### src/rtl/pci_par_pkg.sv
package pci_par_pkg;
  localparam int AD_W  = 32;
  localparam int CBE_W = 4;
  // Command code that marks a broadcast (Special Cycle) transaction
  localparam logic [CBE_W-1:0] CMD_SPECIAL = 4'b0001;
endpackage

### src/rtl/pci_par_xor.sv
module pci_par_xor #(
  parameter int W    = 32,
  parameter int CW   = 4,
  parameter int LANE = 8
) (
  input  logic [W-1:0]  ad_i,
  input  logic [CW-1:0] cbe_i,
  output logic          sum_o
);
  localparam int NL = (W + LANE - 1) / LANE;
  logic [NL-1:0] lane_x;

  for (genvar g = 0; g < NL; g++) begin : g_lane
    localparam int LO = g * LANE;
    localparam int HI = (LO + LANE > W) ? W - 1 : LO + LANE - 1;
    assign lane_x[g] = ^ad_i[HI:LO];
  end

  assign sum_o = (^lane_x) ^ (^cbe_i);
endmodule

### src/rtl/pci_par_phase.sv
module pci_par_phase
  import pci_par_pkg::*;
#(
  parameter int CW = CBE_W
) (
  input  logic          clk,
  input  logic          rst_n,
  input  logic          frame_n_i,
  input  logic          irdy_n_i,
  input  logic          trdy_n_i,
  input  logic [CW-1:0] cbe_n_i,
  output logic          addr_ph_o,
  output logic          data_ph_o,
  output logic          special_o
);
  logic frame_q, special_q;

  assign addr_ph_o = !frame_n_i && frame_q;
  assign data_ph_o = !irdy_n_i && !trdy_n_i && !addr_ph_o;
  assign special_o = special_q;

  always_ff @(posedge clk or negedge rst_n) begin
    if (!rst_n) begin
      frame_q   <= 1'b1;
      special_q <= 1'b0;
    end else begin
      frame_q <= frame_n_i;
      if (addr_ph_o) special_q <= (cbe_n_i == CMD_SPECIAL);
    end
  end
endmodule

### src/rtl/pci_par_drive.sv
module pci_par_drive (
  input  logic clk,
  input  logic rst_n,
  input  logic drive_i,
  input  logic sum_i,
  output logic par_o,
  output logic par_oe_o
);
  always_ff @(posedge clk or negedge rst_n) begin
    if (!rst_n) begin
      par_o    <= 1'b0;
      par_oe_o <= 1'b0;
    end else begin
      par_oe_o <= drive_i;
      if (drive_i) par_o <= sum_i;
    end
  end

  AST_OE_ON: assert property (@(posedge clk) disable iff (!rst_n)
    drive_i |=> par_oe_o);
  AST_OE_OFF: assert property (@(posedge clk) disable iff (!rst_n)
    !drive_i |=> !par_oe_o);
endmodule

### src/rtl/pci_par_check.sv
module pci_par_check (
  input  logic clk,
  input  logic rst_n,
  input  logic sum_i,
  input  logic par_i,
  input  logic data_ph_i,
  input  logic addr_ph_i,
  input  logic special_i,
  input  logic ours_i,
  output logic perr_n_o,
  output logic perr_oe_o,
  output logic serr_n_o
);
  logic chk_data_q, chk_addr_q, chk_spec_q, sum_q;
  logic perr_q, perr_tail_q, serr_q;
  logic mism;

  assign mism = sum_q ^ par_i;

  always_ff @(posedge clk or negedge rst_n) begin
    if (!rst_n) begin
      chk_data_q  <= 1'b0;
      chk_addr_q  <= 1'b0;
      chk_spec_q  <= 1'b0;
      sum_q       <= 1'b0;
      perr_q      <= 1'b0;
      perr_tail_q <= 1'b0;
      serr_q      <= 1'b0;
    end else begin
      chk_data_q  <= data_ph_i && !ours_i;
      chk_addr_q  <= addr_ph_i && !ours_i;
      chk_spec_q  <= special_i;
      sum_q       <= sum_i;
      perr_q      <= chk_data_q && !chk_spec_q && mism;
      serr_q      <= mism && (chk_addr_q || (chk_data_q && chk_spec_q));
      perr_tail_q <= perr_q;
    end
  end

  assign perr_n_o  = !perr_q;
  assign perr_oe_o = perr_q || perr_tail_q;
  assign serr_n_o  = !serr_q;

  AST_PERR_DRIVEN: assert property (@(posedge clk) disable iff (!rst_n)
    !perr_n_o |-> perr_oe_o);
  AST_PERR_TAIL: assert property (@(posedge clk) disable iff (!rst_n)
    $rose(perr_n_o) |-> perr_oe_o);
  AST_PERR_RELEASE: assert property (@(posedge clk) disable iff (!rst_n)
    (perr_n_o && $past(perr_n_o)) |-> !perr_oe_o);
  AST_SPECIAL_QUIET: assert property (@(posedge clk) disable iff (!rst_n)
    (chk_data_q && chk_spec_q) |=> perr_n_o);
  AST_OURS_UNCHECKED: assert property (@(posedge clk) disable iff (!rst_n)
    ours_i |=> ##1 (perr_n_o && serr_n_o));
  AST_ONE_REPORT: assert property (@(posedge clk) disable iff (!rst_n)
    !(!perr_n_o && !serr_n_o));
endmodule

### src/rtl/pci_parity_unit.sv
module pci_parity_unit
  import pci_par_pkg::*;
(
  input  logic             clk,
  input  logic             rst_n,
  input  logic [AD_W-1:0]  ad_i,
  input  logic [CBE_W-1:0] cbe_n_i,
  input  logic             par_i,
  input  logic             frame_n_i,
  input  logic             irdy_n_i,
  input  logic             trdy_n_i,
  input  logic             drive_i,
  output logic             par_o,
  output logic             par_oe_o,
  output logic             perr_n_o,
  output logic             perr_oe_o,
  output logic             serr_n_o
);
  logic sum, addr_ph, data_ph, special;

  pci_par_xor #(.W(AD_W), .CW(CBE_W), .LANE(8)) u_xor (
    .ad_i(ad_i), .cbe_i(cbe_n_i), .sum_o(sum));

  pci_par_phase #(.CW(CBE_W)) u_phase (
    .clk(clk), .rst_n(rst_n), .frame_n_i(frame_n_i), .irdy_n_i(irdy_n_i),
    .trdy_n_i(trdy_n_i), .cbe_n_i(cbe_n_i), .addr_ph_o(addr_ph),
    .data_ph_o(data_ph), .special_o(special));

  pci_par_drive u_drive (
    .clk(clk), .rst_n(rst_n), .drive_i(drive_i), .sum_i(sum),
    .par_o(par_o), .par_oe_o(par_oe_o));

  pci_par_check u_check (
    .clk(clk), .rst_n(rst_n), .sum_i(sum), .par_i(par_i),
    .data_ph_i(data_ph), .addr_ph_i(addr_ph), .special_i(special),
    .ours_i(drive_i), .perr_n_o(perr_n_o), .perr_oe_o(perr_oe_o),
    .serr_n_o(serr_n_o));

  AST_PAR_EVEN: assert property (@(posedge clk) disable iff (!rst_n)
    par_oe_o |-> (($countones({$past(ad_i), $past(cbe_n_i)}) + int'(par_o)) % 2 == 0));
endmodule

### config.mk
export PLATFORM = sky130hd
export DESIGN_NAME = pci_parity_unit
export DESIGN_NICKNAME = d
export VERILOG_FILES = /design/src/rtl/pci_par_pkg.sv /design/src/rtl/pci_par_xor.sv /design/src/rtl/pci_par_phase.sv /design/src/rtl/pci_par_drive.sv /design/src/rtl/pci_par_check.sv /design/src/rtl/pci_parity_unit.sv
export SDC_FILE = /design/constraint.sdc
export NUM_CORES = 1
export LEC_CHECK = 0
export BUFFER_PORTS_ARGS = -buffer_cell sky130_fd_sc_hd__buf_2
export CAP_MARGIN = 20
export CORE_ASPECT_RATIO = 0.8
export CORE_UTILIZATION = 35
export CTS_CLUSTER_SIZE = 10
export DETAILED_ROUTE_END_ITERATION = 8
export PLACE_DENSITY = 0.69
export SYNTH_ARGS = -nofsm -noshare
export SYNTH_HDL_FRONTEND = slang
export SYNTH_SLANG_ARGS = --single-unit
### constraint.sdc
create_clock -name clk -period 1 [get_ports clk]
set_input_delay 0.1 -clock clk [delete_from_list [all_inputs] [get_ports clk]]
set_output_delay 0.1 -clock clk [all_outputs]
set_load 0.01 [all_outputs]
* Word level (Yosys, flattened, before mapping)
Index checks and enable logic that the tools add are counted.
W data, S select, Z words.
** Word-level totals
- Bits in registers :: 11
- Bits of input ports :: 43
- Output and inout port bits :: 5
- Word-level logic and storage cells :: 39
** Cells by class
- Eq/ne operators :: 1
- Bitwise operators :: 2
- Reduce and logical (&&, ||, !) cells :: 25
** Operator list (number)
- $reduce_xor A8 Y1 :: 4
- $logic_and A1 B1 Y1 :: 9
- $logic_not A1 Y1 :: 8
- $reduce_xor A4 Y1 :: 2
- $eq A4 B1 Y1 const B :: 1
- $logic_or A1 B1 Y1 :: 2
- $xor A1 B1 Y1 :: 2

* Depth between registers and ports, before layout
- Word-level depth :: 5
- Gate-level depth with buffers :: 8

* Hierarchy
A second synthesis with hierarchy kept.
** Unflattened totals
- Cells, all modules :: 59
- Area, all modules :: 708.2 µm²
** Modules (own cells, without submodules)
- pci_par_xor :: instances 1, cells an instance 34, area an instance 311.5 µm², sequential area each 0.0 µm²
- pci_par_check :: instances 1, cells an instance 16, area an instance 231.5 µm², sequential area each 175.2 µm²
- pci_par_phase :: instances 1, cells an instance 6, area an instance 100.1 µm², sequential area each 51.3 µm²
- pci_par_drive :: instances 1, cells an instance 3, area an instance 65.1 µm², sequential area each 50.0 µm²

* Worst setup path before layout
No wires, ideal clock.
- Path type :: input to register
- From :: in cbe_n_i[1]
- To :: reg u_drive.par_o
- Data arrival time :: 1.631 ns
- Required time :: 0.875 ns
- Path slack :: -0.756 ns
- Stages :: 8
- Buffers on the path :: 0
- Path through :: inv_1 ha_1 xnor2_1 xnor2_1 xnor2_1 xnor3_2 xnor2_2 mux2_4
** On the way
- Cells in the longest elaborated chain, start to end :: 2
** Ends and longest elaborated chain
- from (decl) :: RTL line pci_parity_unit.sv:7 : input logic [CBE_W-1:0] cbe_n_i,
- $reduce_xor A4 Y1 :: RTL line pci_par_xor.sv:19 : assign sum_o = (^lane_x) ^ (^cbe_i);
- $xor A1 B1 Y1 :: RTL line pci_par_xor.sv:19
- via sum :: RTL line pci_parity_unit.sv:19 : logic sum, addr_ph, data_ph, special;
- to (signal assigned) :: RTL line pci_par_drive.sv:15 : if (drive_i) par_o <= sum_i;
- to (decl) :: RTL line pci_par_drive.sv:6 : output logic par_o,
The timed path passes the listed nets, and every way through them passes these cells.
A chain may end at the register's enable or synchronous reset.

* Worst setup path in the final report
- From :: in ad_i[13]
- To :: reg u_drive.par_o
** On the way
- Cells in the longest elaborated chain, start to end :: 3
** Ends and longest elaborated chain
- from (decl) :: RTL line pci_parity_unit.sv:6 : input logic [AD_W-1:0] ad_i,
- $reduce_xor A8 Y1 :: RTL line pci_par_xor.sv:16 : assign lane_x[g] = ^ad_i[HI:LO];
- $reduce_xor A4 Y1 :: RTL line pci_par_xor.sv:19
- $xor A1 B1 Y1 :: RTL line pci_par_xor.sv:19
- via sum :: RTL line pci_parity_unit.sv:19
The timed path passes the listed nets, and every way through them passes these cells.

==> out/results.tsv <==
metric	value	unit
status	finished with violations	
failing checks	setup timing	
Reg2Reg Depth	2	
met2 usage	26.8	%
post-synth top area share	35.3	%
GRT overflow	0	
Net Sw Frac	28.8	%
Final #Nets	165	
area added between synthesis and finish	65.4	%
Seq/Total Area, Yosys	39.0	%
Site Rows	14	
DR pass1 iterations	2	
Die Ht	42.2	microns
Finished Layout Cells	143	
core area	1890	sq um
Hold WC Path Type	in2reg	
capturing point of the worst reg2reg path	u_check.chk_data_q$_DFF_PN0_	
Worst Tran Pin Value	249	ps
period utilization	141	%
final setup vio count	4	
Layout fillers	166	
largest net degree at the start of global routing	12	
Comb pwr share	50.6	%
Tot Pwr	1.73	mW
hold path depth	2	
commonest non-fill, non-tap cell in the layout	buf_2	
Crit path arrival time	1570	ps
CTS tree	done	
commonest cells after routing, fill and taps aside	buf_2, xnor2_1, dfrtp_1, buf_6, dlygate4sd3_1	
Mapped Nets	107	
routability-driven placement congestion ratio	0.671	
vias in the first global route	549	
die extent in x	52.3	microns
DP Cell Count	133	
wirelength, routed	1310	microns
VDD IR max	0.957	mV
via count	599	
die area	2210	sq um
routed len/inst	9.15	microns
fin worst setup slack	-407	ps
Max Clock Freq	0.711	GHz
Slowest cell on crit path	xnor3_2	
Cell Pwr Density	1480	nW/um^2
Final ANT Viol Nets	0	
first-pass GRT wire length	2230	microns
flops & latches, synth	11	
Skew-Pair Late Insertion Delay	270	ps
kind of critical path	in2reg	
detailed-placement wirelength estimate	1100	microns
met1 global-route usage	13.1	%
CP Buf/Inv Count	1	
layout cell share with drive strength beyond 1	55.5	%
Port-buffer cells	47	
post-synth top area cell	dfrtp_1	
sequential share of power	31.8	%
clock power share	17.6	%
CTS Buffer Depth	2	
sw power	498	uW
Residual DRC	0	
HP Start	drive_i	
Worst Hold End	u_check.chk_data_q$_DFF_PN0_	
Mapped Area	708	sq um
relative slew slack	83.3	%
antenna cell count	0	
grt met3 use	7.25	%
Root Buffer Master	clkbuf_4	
Sink Count	11	
CTS Buf Count	3	
Clock Skews	4.02	ps
Max Slew Vio Count	0	
top cell family by delay on the critical path	XOR/XNOR gates	
slowest stage delay, CP	470	ps
cell-internal power	1.23	mW
synth unique cells	17	
initial drt markers	3	
Startpoint Class	primary input	
Initial Util	37.4	%
clk slew on worst S/H paths	70	ps
crit-path cells	buf_2, xor2_1, xnor2_1, xnor2_1, xnor3_2, xnor2_2, mux2_4	
Leak Pwr	0.553	nW
Worst setup EP type	register	
initial antenna violation count	0	
GRT Overall Usage	14.2	%
gr busiest metal	met2	
synth top area cells	dfrtp_1, xnor2_1, xnor2_2	
most frequent cell on the critical path	xnor2_1	
H-tree depth	1	
Critical R2R Launch	u_phase.frame_q$_DFF_PN1_	
min Tclk post-route	1410	ps
final hold vios	0	
post-synthesis area per instance	11.4	sq um
Critical Path RT	1160	ps
Worst R2R Setup Slack	140	ps
RSZ-0062 raised after global routing	true	
Max-cap violations	0	
num ports	48	
crit-path max FO	2	
vias per cell	4.19	
cell count after synthesis	62	
Ys Warns	0	
## metal layers
layer | vias to the layer above | part of all wire [%] | wire length (microns)
li1 | 306 | - | -
met1 | 262 | 33 | 438
met2 | 29 | 56 | 734
met3 | 2 | 9.6 | 125
met4 | 0 | 0.76 | 10
met5 | - | 0 | 0
## metrics by stage
stage / setup WS (ps) / area (sq um) / TNS, ps / hold WS (ps) / utilization (%)
after CTS: -405 / 1150 / -702 / 47.9 / 60.6
after detailed placement: -815 / 1020 / -1370 / -26.6 / 54.1
after global placement: -795 / 1020 / -1340 / -30.3 / 54.1
after floorplan: -581 / 758 / -915 / -196 / -
final: -407 / 1170 / -682 / 46.3 / 61.9
after global routing: -467 / 1170 / -875 / 52.2 / 61.9
## cell type report
type / count / area, sq um / share of cell area, %
Tap cell: 24 / 30.0 / 2.56
Clock buffer: 4 / 26.3 / 2.24
Inverter: 5 / 38.8 / 3.31
Multi-Input combinational cell: 46 / 462 / 39.4
Sequential cell: 11 / 277 / 23.6
Timing Repair Buffer: 53 / 338 / 28.8
## synthesized netlist by cell type, drive strengths merged
library cell / n
dfrtp: 10
xor2: 3
a21oi: 1
mux2: 1
nand2b: 1
ha: 2
xnor2: 29
nand2: 2
xnor3: 1
nor4b: 1
dfstp: 1
nor2: 2
inv: 5
nor3b: 1
o21ai: 1
or2: 1
## worst max path at each step
stage,cells past startpoint,slack [ps],startpoint,endpoint
floorplan,8,-580,cbe_n_i[3],u_drive.par_o$_DFFE_PN0P_
global placement,9,-800,cbe_n_i[3],u_drive.par_o$_DFFE_PN0P_
detailed placement,9,-810,cbe_n_i[3],u_drive.par_o$_DFFE_PN0P_
CTS,8,-400,cbe_n_i[0],u_drive.par_o$_DFFE_PN0P_
finish,7,-410,ad_i[13],u_drive.par_o$_DFFE_PN0P_
global route,7,-470,ad_i[13],u_drive.par_o$_DFFE_PN0P_
## power by group through the flow
stage / clock (mW) / combinational, mW / sequential, mW
floorplan: 0 / 0.636 / 0.560
global placement: 0 / 0.816 / 0.552
detailed placement: 0 / 0.840 / 0.556
CTS: 0.308 / 0.879 / 0.549
global route: 0.338 / 0.952 / 0.558
finish: 0.305 / 0.876 / 0.549
## state kept, by name, summed over array words and instances, names as in the netlist
name	flops
u_phase.frame_q	1
u_check.perr_q	1
u_check.chk_addr_q	1
u_check.perr_tail_q	1
u_check.chk_data_q	1
u_check.sum_q	1
u_check.chk_spec_q	1
u_drive.par_o	1
u_phase.special_o	1
u_drive.par_oe_o	1
u_check.serr_q	1
## cells by family (layout without fill, tap and decap cells)
kind of cell               after synthesis  in the layout  share of synthesized area, %
adders and majority gates                2              2                          3.53
buffers and inverters                    5             62                          2.65
AOI/OAI and AO/OA                        2              2                          1.41
muxes                                    1              1                          2.12
xor gates and xnor gates                33             33                          45.1
DFF                                     11             11                          39.0
and+or+nand+nor                          8              8                          6.19
## what timing repair did
action / in CTS / in global routing
gates cloned: 0 / 0
buffers inserted: 1 / 0
resized for setup: 10 / 5
setup endpoints to repair: 3 / 6
pin swaps: 8 / 1
endpoints found under the hold margin: 14 / 0
hold buffers: 5 / 0
(Power assumes the default switching activity.)
